## src/rtl/spi_pre_pkg.sv

```systemverilog
package spi_pre_pkg;
  // Kind of serial-clock edge produced in a given cycle
  typedef enum logic [1:0] {
    EDGE_NONE  = 2'd0,
    EDGE_LEAD  = 2'd1,
    EDGE_TRAIL = 2'd2
  } edge_e;
endpackage

```

## src/rtl/spi_pre_cfg.sv

```systemverilog
module spi_pre_cfg #(
  parameter int DIV_W   = 2,
  parameter int BRG_W   = 6,
  parameter int BRG_MIN = 4
) (
  input  logic             clk,
  input  logic             rst,
  input  logic             enable,
  input  logic             cfg_load,
  input  logic [DIV_W-1:0] cfg_div,
  input  logic [BRG_W-1:0] cfg_brg,
  output logic [DIV_W-1:0] div_q,
  output logic [BRG_W-1:0] brg_q
);
  localparam logic [BRG_W-1:0] BRG_FLOOR = BRG_W'(BRG_MIN);

  logic [BRG_W-1:0] brg_legal;

  // values under the legal floor are raised to it
  always_comb begin
    brg_legal = (cfg_brg < BRG_FLOOR) ? BRG_FLOOR : cfg_brg;
  end

  always_ff @(posedge clk) begin
    if (rst) begin
      div_q <= '0;
      brg_q <= BRG_FLOOR;
    end else if (cfg_load && !enable) begin
      div_q <= cfg_div;
      brg_q <= brg_legal;
    end
  end
endmodule

```

## src/rtl/spi_pre_divider.sv

```systemverilog
module spi_pre_divider
  import spi_pre_pkg::*;
#(
  parameter int DIV_W = 2,
  parameter int BRG_W = 6,
  parameter int PRE_W = 1 << DIV_W
) (
  input  logic             clk,
  input  logic             rst,
  input  logic             run,
  input  logic             cpol,
  input  logic [DIV_W-1:0] div_q,
  input  logic [BRG_W-1:0] brg_q,
  output logic             sclk,
  output logic             tick_lead,
  output logic             tick_trail
);
  logic [PRE_W-1:0] pre_cnt;
  logic [PRE_W-1:0] pre_last;
  logic [BRG_W-1:0] brg_cnt;
  logic             phase;
  logic             phase_nx;
  logic             pre_wrap;
  logic             brg_wrap;
  logic             flip;
  edge_e            kind;

  // terminal count of the prescaler: (2 << div) - 1
  always_comb begin
    pre_last = '0;
    for (int i = 0; i < PRE_W; i++) begin
      if (i <= int'(div_q)) pre_last[i] = 1'b1;
    end
  end

  always_comb begin
    pre_wrap = (pre_cnt == pre_last);
    brg_wrap = (brg_cnt == brg_q);
    flip     = run && pre_wrap && brg_wrap;
    phase_nx = phase ^ flip;
    if (!flip)      kind = EDGE_NONE;
    else if (phase) kind = EDGE_TRAIL;
    else            kind = EDGE_LEAD;
  end

  // stage one: power-of-two prescale, stage two: (brg+1) strobes per half period
  always_ff @(posedge clk) begin
    if (rst || !run) begin
      pre_cnt <= '0;
      brg_cnt <= '0;
      phase   <= 1'b0;
    end else begin
      pre_cnt <= pre_wrap ? '0 : pre_cnt + 1'b1;
      if (pre_wrap) brg_cnt <= brg_wrap ? '0 : brg_cnt + 1'b1;
      phase <= phase_nx;
    end
  end

  // registered outputs
  always_ff @(posedge clk) begin
    if (rst) begin
      sclk       <= cpol;
      tick_lead  <= 1'b0;
      tick_trail <= 1'b0;
    end else begin
      sclk       <= cpol ^ (run && phase_nx);
      tick_lead  <= (kind == EDGE_LEAD);
      tick_trail <= (kind == EDGE_TRAIL);
    end
  end
endmodule

```

## src/rtl/spi_pre_search.sv

```systemverilog
module spi_pre_search #(
  parameter int DIV_W   = 2,
  parameter int BRG_W   = 6,
  parameter int BRG_MIN = 4,
  parameter int RATIO_W = 16
) (
  input  logic               clk,
  input  logic               rst,
  input  logic               calc_go,
  input  logic [RATIO_W-1:0] calc_ratio,
  output logic               calc_done,
  output logic [DIV_W-1:0]   calc_div,
  output logic [BRG_W-1:0]   calc_brg
);
  localparam int NDIV = 1 << DIV_W;
  localparam int LIM  = 1 << BRG_W;

  logic [RATIO_W-1:0] quo [NDIV];
  logic [DIV_W-1:0]   sel_div;
  logic [BRG_W:0]     sel_p1;
  logic               found;

  // quotient for each prescale choice: ratio / (4 << d)
  for (genvar g = 0; g < NDIV; g++) begin : g_quo
    assign quo[g] = calc_ratio >> (2 + g);
  end

  always_comb begin
    found   = 1'b0;
    sel_div = DIV_W'(NDIV - 1);
    sel_p1  = (BRG_W+1)'(LIM);
    if (quo[0] < RATIO_W'(BRG_MIN + 1)) begin
      found   = 1'b1;
      sel_div = '0;
      sel_p1  = (BRG_W+1)'(BRG_MIN + 1);
    end
    for (int d = 0; d < NDIV; d++) begin
      if (!found && quo[d] <= RATIO_W'(LIM)) begin
        found   = 1'b1;
        sel_div = DIV_W'(d);
        sel_p1  = quo[d][BRG_W:0];
      end
    end
  end

  always_ff @(posedge clk) begin
    if (rst) begin
      calc_done <= 1'b0;
      calc_div  <= '0;
      calc_brg  <= BRG_W'(BRG_MIN);
    end else begin
      calc_done <= calc_go;
      if (calc_go) begin
        calc_div <= sel_div;
        calc_brg <= BRG_W'(sel_p1 - (BRG_W+1)'(1));
      end
    end
  end
endmodule

```

## src/rtl/spi_sclk_prescaler.sv

```systemverilog
module spi_sclk_prescaler #(
  parameter int DIV_W   = 2,
  parameter int BRG_W   = 6,
  parameter int BRG_MIN = 4,
  parameter int RATIO_W = 16
) (
  input  logic               clk,
  input  logic               rst,
  input  logic               enable,
  input  logic               active,
  input  logic               cpol,
  input  logic               cfg_load,
  input  logic [DIV_W-1:0]   cfg_div,
  input  logic [BRG_W-1:0]   cfg_brg,
  input  logic               calc_go,
  input  logic [RATIO_W-1:0] calc_ratio,
  output logic               sclk,
  output logic               tick_lead,
  output logic               tick_trail,
  output logic               calc_done,
  output logic [DIV_W-1:0]   calc_div,
  output logic [BRG_W-1:0]   calc_brg
);
  localparam int PRE_W = 1 << DIV_W;

  logic [DIV_W-1:0] div_q;
  logic [BRG_W-1:0] brg_q;
  logic             run;

  assign run = enable && active;

  spi_pre_cfg #(.DIV_W(DIV_W), .BRG_W(BRG_W), .BRG_MIN(BRG_MIN)) u_cfg (
    .clk(clk), .rst(rst), .enable(enable), .cfg_load(cfg_load),
    .cfg_div(cfg_div), .cfg_brg(cfg_brg), .div_q(div_q), .brg_q(brg_q)
  );

  spi_pre_divider #(.DIV_W(DIV_W), .BRG_W(BRG_W), .PRE_W(PRE_W)) u_div (
    .clk(clk), .rst(rst), .run(run), .cpol(cpol), .div_q(div_q),
    .brg_q(brg_q), .sclk(sclk), .tick_lead(tick_lead), .tick_trail(tick_trail)
  );

  spi_pre_search #(.DIV_W(DIV_W), .BRG_W(BRG_W), .BRG_MIN(BRG_MIN),
                   .RATIO_W(RATIO_W)) u_search (
    .clk(clk), .rst(rst), .calc_go(calc_go), .calc_ratio(calc_ratio),
    .calc_done(calc_done), .calc_div(calc_div), .calc_brg(calc_brg)
  );
endmodule

```

## config.mk

```make
export PLATFORM = sky130hd
export DESIGN_NAME = spi_sclk_prescaler
export DESIGN_NICKNAME = d
export VERILOG_FILES = /design/src/rtl/spi_pre_pkg.sv /design/src/rtl/spi_pre_cfg.sv /design/src/rtl/spi_pre_divider.sv /design/src/rtl/spi_pre_search.sv /design/src/rtl/spi_sclk_prescaler.sv
export SDC_FILE = /design/constraint.sdc
export NUM_CORES = 1
export LEC_CHECK = 0
export BUFFER_PORTS_ARGS = -buffer_cell sky130_fd_sc_hd__buf_2
export CAP_MARGIN = 30
export CORE_ASPECT_RATIO = 2
export CORE_MARGIN = 2
export CORE_UTILIZATION = 40
export CTS_CLUSTER_DIAMETER = 30
export CTS_CLUSTER_SIZE = 14
export DETAILED_ROUTE_END_ITERATION = 12
export PLACE_DENSITY = 0.67
export SLEW_MARGIN = 40
export SYNTH_ARGS = -nofsm -noshare
export SYNTH_HDL_FRONTEND = slang
export SYNTH_SLANG_ARGS = --single-unit
```

## constraint.sdc

```tcl
create_clock -name clk -period 5.4 [get_ports clk]
set_input_delay 0.27 -clock clk [delete_from_list [all_inputs] [get_ports clk]]
set_output_delay 0.27 -clock clk [all_outputs]
set_load 0.1 [all_outputs]
```

==> results.json, run 1 <==
{
  "fin_crit_sh_pct": 46.22,
  "worst-slew-pin-transition_ns": 0.5798,
  "synthCells": 219,
  "die_w_microns": 52.11,
  "skew_ns": 0.002725,
  "cts_tree": "yes",
  "path_cells": "buf_2, nor4_4, a21oi_1, o21ai_0, a2bb2oi_1, a21oi_1, ha_1, xnor2_1, nor2_1, a211o_1",
  "rsz0062_at_grt": "no",
  "ff2ff_path_depth": 9,
  "stdcell_area_sq_um": 2151,
  "finalWorstSetupSlack_ns": 2.904,
  "drv_cap": 0,
  "use_met1_pct": 21.95,
  "synthMostInstantiatedCell": "dfxtp_1",
  "vias": 1741,
  "grt_max_degree": 21,
  "synth_top_area_share_pct": 33.51,
  "cts_root_buf": "clkbuf_8",
  "via_per_inst": 5.562,
  "async_flop_share_pct": 0,
  "synthFlopType": "dfxtp_1",
  "cp-end-kind": "register",
  "finalMaxSlewViolations": 0,
  "grt_overflow": 0,
  "power_density_nw_per_um2": 251.6,
  "clkTransAtPathRegs_ns": 0.06,
  "max_stage_delay_ns": 0.52,
  "comb_power_share_pct": 19.2,
  "hold_violations": 0,
  "clkLatencyLatePin_ns": 0.28,
  "layout.nets": 293,
  "cts_buffers": 5,
  "cts_sinks": 31,
  "criticalPathCategory": "input port to register",
  "ys_warn_count": 0,
  "slew_headroom_pct": 61.25,
  "grt_busiest_layer": "met2",
  "floorplan.initialDensity_pct": 41.05,
  "power_mw": 0.5412,
  "yosys_register_bits": 31,
  "drc": 0,
  "synth_top_cell_by_area": "dfxtp_1",
  "htreeDepth": 2,
  "crit_path_start_kind": "input port",
  "die_y_microns": 100.2,
  "use_met3_pct": 4.911,
  "synth_common_cells": "31 x dfxtp_1, 29 x nor2_1, 19 x nand2_1, 13 x a21oi_1",
  "hp-class": "input port to register",
  "p_leak_nw": 0.8571,
  "fmax_mhz": 400.7,
  "post-route-min-period_ns": 2.496,
  "synth-edff-count": 0,
  "use_met2_pct": 26.29,
  "num_antenna_cells": 0,
  "io_pins": 43,
  "p_int_mw": 0.3803,
  "gp_congestion": 0.8593,
  "hpwl_mm": 3.091,
  "area_growth_pct": 16.15,
  "critPathTopFamily": "compound AO/OA/AOI/OAI gates",
  "grt_pass1_vias": 1669,
  "syn-cell-area_sq_um": 1852,
  "ant_nets": 0,
  "cts.path.max_buffers": 2,
  "crit_path_frequent_cell": "a21oi_1",
  "routedWlPerCell_microns": 13.12,
  "cp.depth": 10,
  "synth.distinct_cells": 52,
  "io_buffers": 40,
  "seq_area_frac_synth_pct": 33.51,
  "pre_cts_ws_ns": 2.639,
  "yosys-top-cells-area": "dfxtp_1 34%, nor2_1 5.9%, xor2_1 5.2%",
  "outcome": "finished, final reports clean",
  "syn_avg_cell_area_sq_um": 8.456,
  "rows": 35,
  "p_switching_mw": 0.1609,
  "swShare_pct": 29.73,
  "required_ns": 5.57,
  "place_area_sq_um": 2051,
  "cp_max_fo": 9,
  "antenna_found_initial": 0,
  "setup_viol": 0,
  "wl_mm": 4.107,
  "min_delay_path_depth": 2,
  "p_clk_share_pct": 36.0,
  "postCtsSetupRepairBufs": 0,
  "seqPwrFrac_pct": 44.8,
  "ctsHoldBuffers": 0,
  "cts-resized-gates": 0,
  "hold_ws_ns": 0.1754,
  "synth.net_count": 255,
  "path_buf_inv": 1,
  "worstPathArrival_ns": 2.67,
  "detail_route.iter0.violations": 35,
  "dr.pass1.iters": 4,
  "die_area_sq_um": 5222,
  "tns_ns": 0,
  "drive_gt1_share_pct": 24.42,
  "core_sq_um": 4511,
  "track_usage_pct": 17.09,
  "crit_slowest_cell": "nor4_4",
  "vdd_drop_max_v": 0.0002146,
  "grt_pass1_wl_mm": 7.017
}
[area by class of cell]
cell class / instances / area [sq um]
clock buffers: 8 / 100.1
fillers: 444 / 2360
inverters: 8 / 30.03
multi-input cells: 171 / 1131
flip-flops and latches: 31 / 620.6
well taps: 55 / 68.82
repair buffers: 40 / 200.2
[layer usage]
| layer | routed length [microns] | vias up | part of all wire, % |
|---|---|---|---|
| met5 | 0 | - | 0 |
| met4 | 88 | 0 | 2.1 |
| met3 | 245 | 9 | 6.0 |
| met2 | 1839 | 52 | 45 |
| met1 | 1934 | 802 | 47 |
| li1 | - | 878 | - |
[metrics by stage]
step / util (%) / instances
finish: 47.68 / 313
floorplan: - / 219
global route: 47.68 / 313
detailed placement: 45.46 / 305
global placement: 45.46 / 305
CTS: 47.68 / 313
[path summary, 6_finish.rpt]
| kind | start | end | slack, ns |
|---|---|---|---|
| setup / recovery | calc_ratio[6] | u_search.calc_brg[2] | 2.90 |
| hold / removal | cpol | u_div.sclk | 0.18 |
| setup reg to reg | u_div.pre_cnt[2] | u_div.sclk | 3.18 |
| hold reg to reg | u_cfg.brg_q[4] | u_cfg.brg_q[4] | 0.47 |
[worst register-to-register path, cell delays in order, from the launching register on]
cell and delay (ns):
dfxtp_1 0.42, and3_1 0.18, o21ai_0 0.07, a21boi_0 0.17
o21a_1 0.33, inv_1 0.12, nor3_1 0.25, ha_1 0.27
nor2_1 0.18, xor2_1 0.16
[power by group through the flow]
stage	Combinational, mW	Sequential (mW)	Clock (mW)
2_1_floorplan	0.0388	0.286	0
3_3_place_gp	0.102	0.247	0
3_5_place_dp	0.103	0.247	0
4_1_cts	0.104	0.242	0.202
5_1_grt	0.111	0.243	0.211
6_report	0.104	0.242	0.195
[cells by family after synthesis]
logic type	after synthesis	share of synthesized area, %
buf+inv	17	5.405
compound gates	57	22.91
xor+xnor	16	7.567
simple gates	93	27.23
flops	31	33.51
fa+ha+maj	5	3.378
[sequential cells by signal (all words and copies together), names as in the netlist]
signal,flops
u_div.pre_cnt,4
u_div.phase,1
u_div.sclk,1
u_search.calc_div,2
u_search.calc_brg,6
u_cfg.div_q,2
u_div.tick_trail,1
u_search.calc_done,1
u_cfg.brg_q,6
u_div.brg_cnt,6
u_div.tick_lead,1
[placed cells by master, fill, tap and decap left out, drive strengths merged, types with 4 or more instances in the layout]
cell type,synthesis,final
buf,3,40
nand4,4,4
inv,8,8
clkbuf,6,8
nor4,8,8
and3,5,5
nor3,5,5
ha,5,5
nand2,19,19
xnor2,5,5
xor2,11,11
a21oi,14,14
o211ai,11,11
o21ai,7,7
dfxtp,31,31
nor2,30,30
nand3,5,5
Note: power is estimated with default switching activity, not from simulation.
==> run 2: changes to the inputs <==
--- a/config.mk
+++ b/config.mk
@@ -5,6 +5,7 @@
 export SDC_FILE = /design/constraint.sdc
 export NUM_CORES = 1
 export LEC_CHECK = 0
+export ABC_AREA = 1
 export BUFFER_PORTS_ARGS = -buffer_cell sky130_fd_sc_hd__buf_2
 export CAP_MARGIN = 30
 export CORE_ASPECT_RATIO = 2
@@ -13,7 +14,7 @@
 export CTS_CLUSTER_DIAMETER = 30
 export CTS_CLUSTER_SIZE = 14
 export DETAILED_ROUTE_END_ITERATION = 12
-export PLACE_DENSITY = 0.67
+export PLACE_DENSITY = 0.7
 export SLEW_MARGIN = 40
 export SYNTH_ARGS = -nofsm -noshare
 export SYNTH_HDL_FRONTEND = slang
==> constraint.sdc (replaced) <==
create_clock -name clk -period 2 [get_ports clk]
set_input_delay 0.1 -clock clk [delete_from_list [all_inputs] [get_ports clk]]
set_output_delay 0.1 -clock clk [all_outputs]
set_load 0.1 [all_outputs]
==> results.json, run 2 <==
{
  "hold_violations": 0,
  "grt_overflow": 0,
  "area_growth_pct": 22.45,
  "yosys_register_bits": 31,
  "routedWlPerCell_microns": 11.25,
  "hp-class": "input port to register",
  "ff2ff_path_depth": 9,
  "track_usage_pct": 18.01,
  "io_pins": 43,
  "cts_sinks": 31,
  "die_area_sq_um": 5190,
  "wl_mm": 4.217,
  "drive_gt1_share_pct": 27.10,
  "setup_viol": 0,
  "cts_root_buf": "clkbuf_8",
  "detail_route.iter0.violations": 25,
  "io_buffers": 40,
  "synth_top_area_share_pct": 33.74,
  "skew_ns": 0.006935,
  "p_leak_nw": 1.173,
  "synth_common_cells": "46 x nor2_1, 41 x nand2_1, 37 x inv_1, 31 x dfxtp_1, 18 x nand3_1",
  "dr.pass1.iters": 4,
  "timing.rr.start": "u_cfg.div_q[1]",
  "cp-end-kind": "register",
  "vias": 1822,
  "hpwl_mm": 3.411,
  "vdd_drop_max_v": 0.0003510,
  "synthMostInstantiatedCell": "nor2_1",
  "cp_max_fo": 4,
  "seq_area_frac_synth_pct": 33.74,
  "tns_ns": 0,
  "finalWorstSetupSlack_ns": 0.2324,
  "worstPathArrival_ns": 1.98,
  "cts_buffers": 5,
  "synth.net_count": 304,
  "outcome": "finished, final reports clean",
  "final_common_cell": "nor2_1",
  "syn-cell-area_sq_um": 1839,
  "yosys-top-cells-area": "dfxtp_1 34%, nor2_1 9.4%, nand2_1 8.4%",
  "layout_common_cells": "45 x nor2_1, 41 x nand2_1, 40 x buf_2",
  "grt_pass1_wl_mm": 7.044,
  "holdPathEnd": "u_cfg.div_q[0]",
  "crit_path_start_kind": "register",
  "worst-r2r-setup-slack_ns": 0.23,
  "synthFlopType": "dfxtp_1",
  "pre_cts_ws_ns": 0.06679,
  "place_area_sq_um": 2151,
  "synth_top_cell_by_area": "dfxtp_1",
  "hold_start": "cfg_div[0]",
  "htreeDepth": 2,
  "finalMaxSlewViolations": 0,
  "synth.distinct_cells": 30,
  "synth-edff-count": 0,
  "fmax_mhz": 565.8,
  "syn_avg_cell_area_sq_um": 6.863,
  "layout.nets": 356,
  "power_density_nw_per_um2": 627.8,
  "cts.path.max_buffers": 2,
  "fin_crit_sh_pct": 88.38,
  "clkLatencyLatePin_ns": 0.28,
  "antenna_found_initial": 0,
  "die_y_microns": 99.90,
  "ant_nets": 0,
  "grt_max_degree": 15,
  "async_flop_share_pct": 0,
  "stdcell_area_sq_um": 2252,
  "clkTransAtPathRegs_ns": 0.07,
  "reg.largest.list": "u_cfg.brg_q x6, u_div.brg_cnt x6, u_search.calc_brg x6",
  "slew_headroom_pct": 67.71,
  "required_ns": 2.22,
  "fin_util_pct": 51.40,
  "rows": 34,
  "ys_warn_count": 0,
  "grt_pass1_vias": 1772,
  "worst-slew-pin-transition_ns": 0.4878,
  "num_antenna_cells": 0,
  "via_per_inst": 4.859,
  "gp_congestion": 0.8748,
  "rsz0062_at_grt": "no",
  "cts_tree": "yes",
  "r2r-end": "u_div.sclk",
  "postCtsSetupRepairBufs": 0,
  "criticalPathCategory": "register to register",
  "min_delay_path_depth": 3,
  "drc": 0,
  "die_w_microns": 51.95,
  "core_sq_um": 4382,
  "synthCells": 268,
  "floorplan.initialDensity_pct": 41.98,
  "post-route-min-period_ns": 1.768,
  "drv_cap": 0
}
-- run 2: changes by cell type in the layout (fill, tap and decap cells not counted), sizes merged, moves of 10 or more --
cell | previous run | this run
inv | 8 | 41
nand2 | 19 | 49
nor2 | 30 | 56
nand3 | 5 | 20
o21ai | 7 | 18
o211ai | 11 | 1
-- run 2: what timing repair did --
| action | 4_1_cts | 5_1_grt |
|---|---|---|
| hold buffers | 1 | 0 |
| endpoints found under the setup margin | 0 | 1 |
| hold endpoints to repair | 1 | 0 |
| gates resized for setup | 0 | 2 |
-- run 2: final cells by class --
type	instances	area [sq um]
fill	463	2130
multi-input combinational	192	1054
sequential	31	620.6
timing repair buffer	49	270.3
inverter	41	156.4
clock buffer	5	68.82
tap	54	67.56
clock inverter	3	15.01
-- run 2: power breakdown --
part	switching [mW]	leakage (nW)	total (mW)	internal [mW]
Sequential	0.0155	0.255	0.660	0.644
Clock	0.229	0.0477	0.466	0.237
Combinational	0.211	0.871	0.288	0.0775
Total	0.455	1.17	1.41	0.959
-- run 2: critical path: stages, from the launching register on --
cell	delay [ns]
dfxtp_1	0.37
nand2_1	0.08
xnor2_1	0.12
nor2_1	0.08
nand2_1	0.08
or2_2	0.33
nor2_2	0.11
ha_1	0.24
nor3_2	0.15
xor2_1	0.15
-- run 2: how the worst max path moves through the flow --
stage	startpoint	endpoint	slack, ns
after detailed placement	u_cfg.div_q[1]	u_div.sclk	0.07
final	u_cfg.div_q[1]	u_div.sclk	0.23
after global placement	u_cfg.div_q[1]	u_div.sclk	0.07
after CTS	u_cfg.div_q[1]	u_div.sclk	0.05
after global routing	u_cfg.div_q[1]	u_div.sclk	0.04
after floorplan	u_cfg.div_q[1]	u_div.sclk	0.12
-- run 2: cells by family (layout without fill, tap and decap cells) --
group | Yosys count | in the layout | synth area share, %
AO/OA/AOI/OAI | 31 | 31 | 8.775
XOR/XNOR | 13 | 13 | 6.191
buffers and inverters | 45 | 98 | 9.387
AND/OR/NAND/NOR | 143 | 143 | 38.50
flip-flops | 31 | 31 | 33.74
adder cells (fa/ha/maj) | 5 | 5 | 3.401
-- run 2: routing by layer --
metal  GRT usage (%)  vias up  part of all wire, %
li1                -      953                    -
met1           14.58      816                   34
met2           36.81       43                   58
met3           2.679       10                  3.5
met4           10.53        0                  3.6
met5               0        -                    0
-- run 2: per-stage QoR --
stage | hold WS, ns | std cells | power, mW
final | 0.05115 | 375 | 1.414
after floorplan | 0.1967 | 268 | 0.8781
after CTS | 0.04985 | 375 | 1.429
after detailed placement | 0.2977 | 366 | 0.9620
after global placement | 0.2931 | 366 | 0.9589
after global routing | 0.06366 | 375 | 1.485
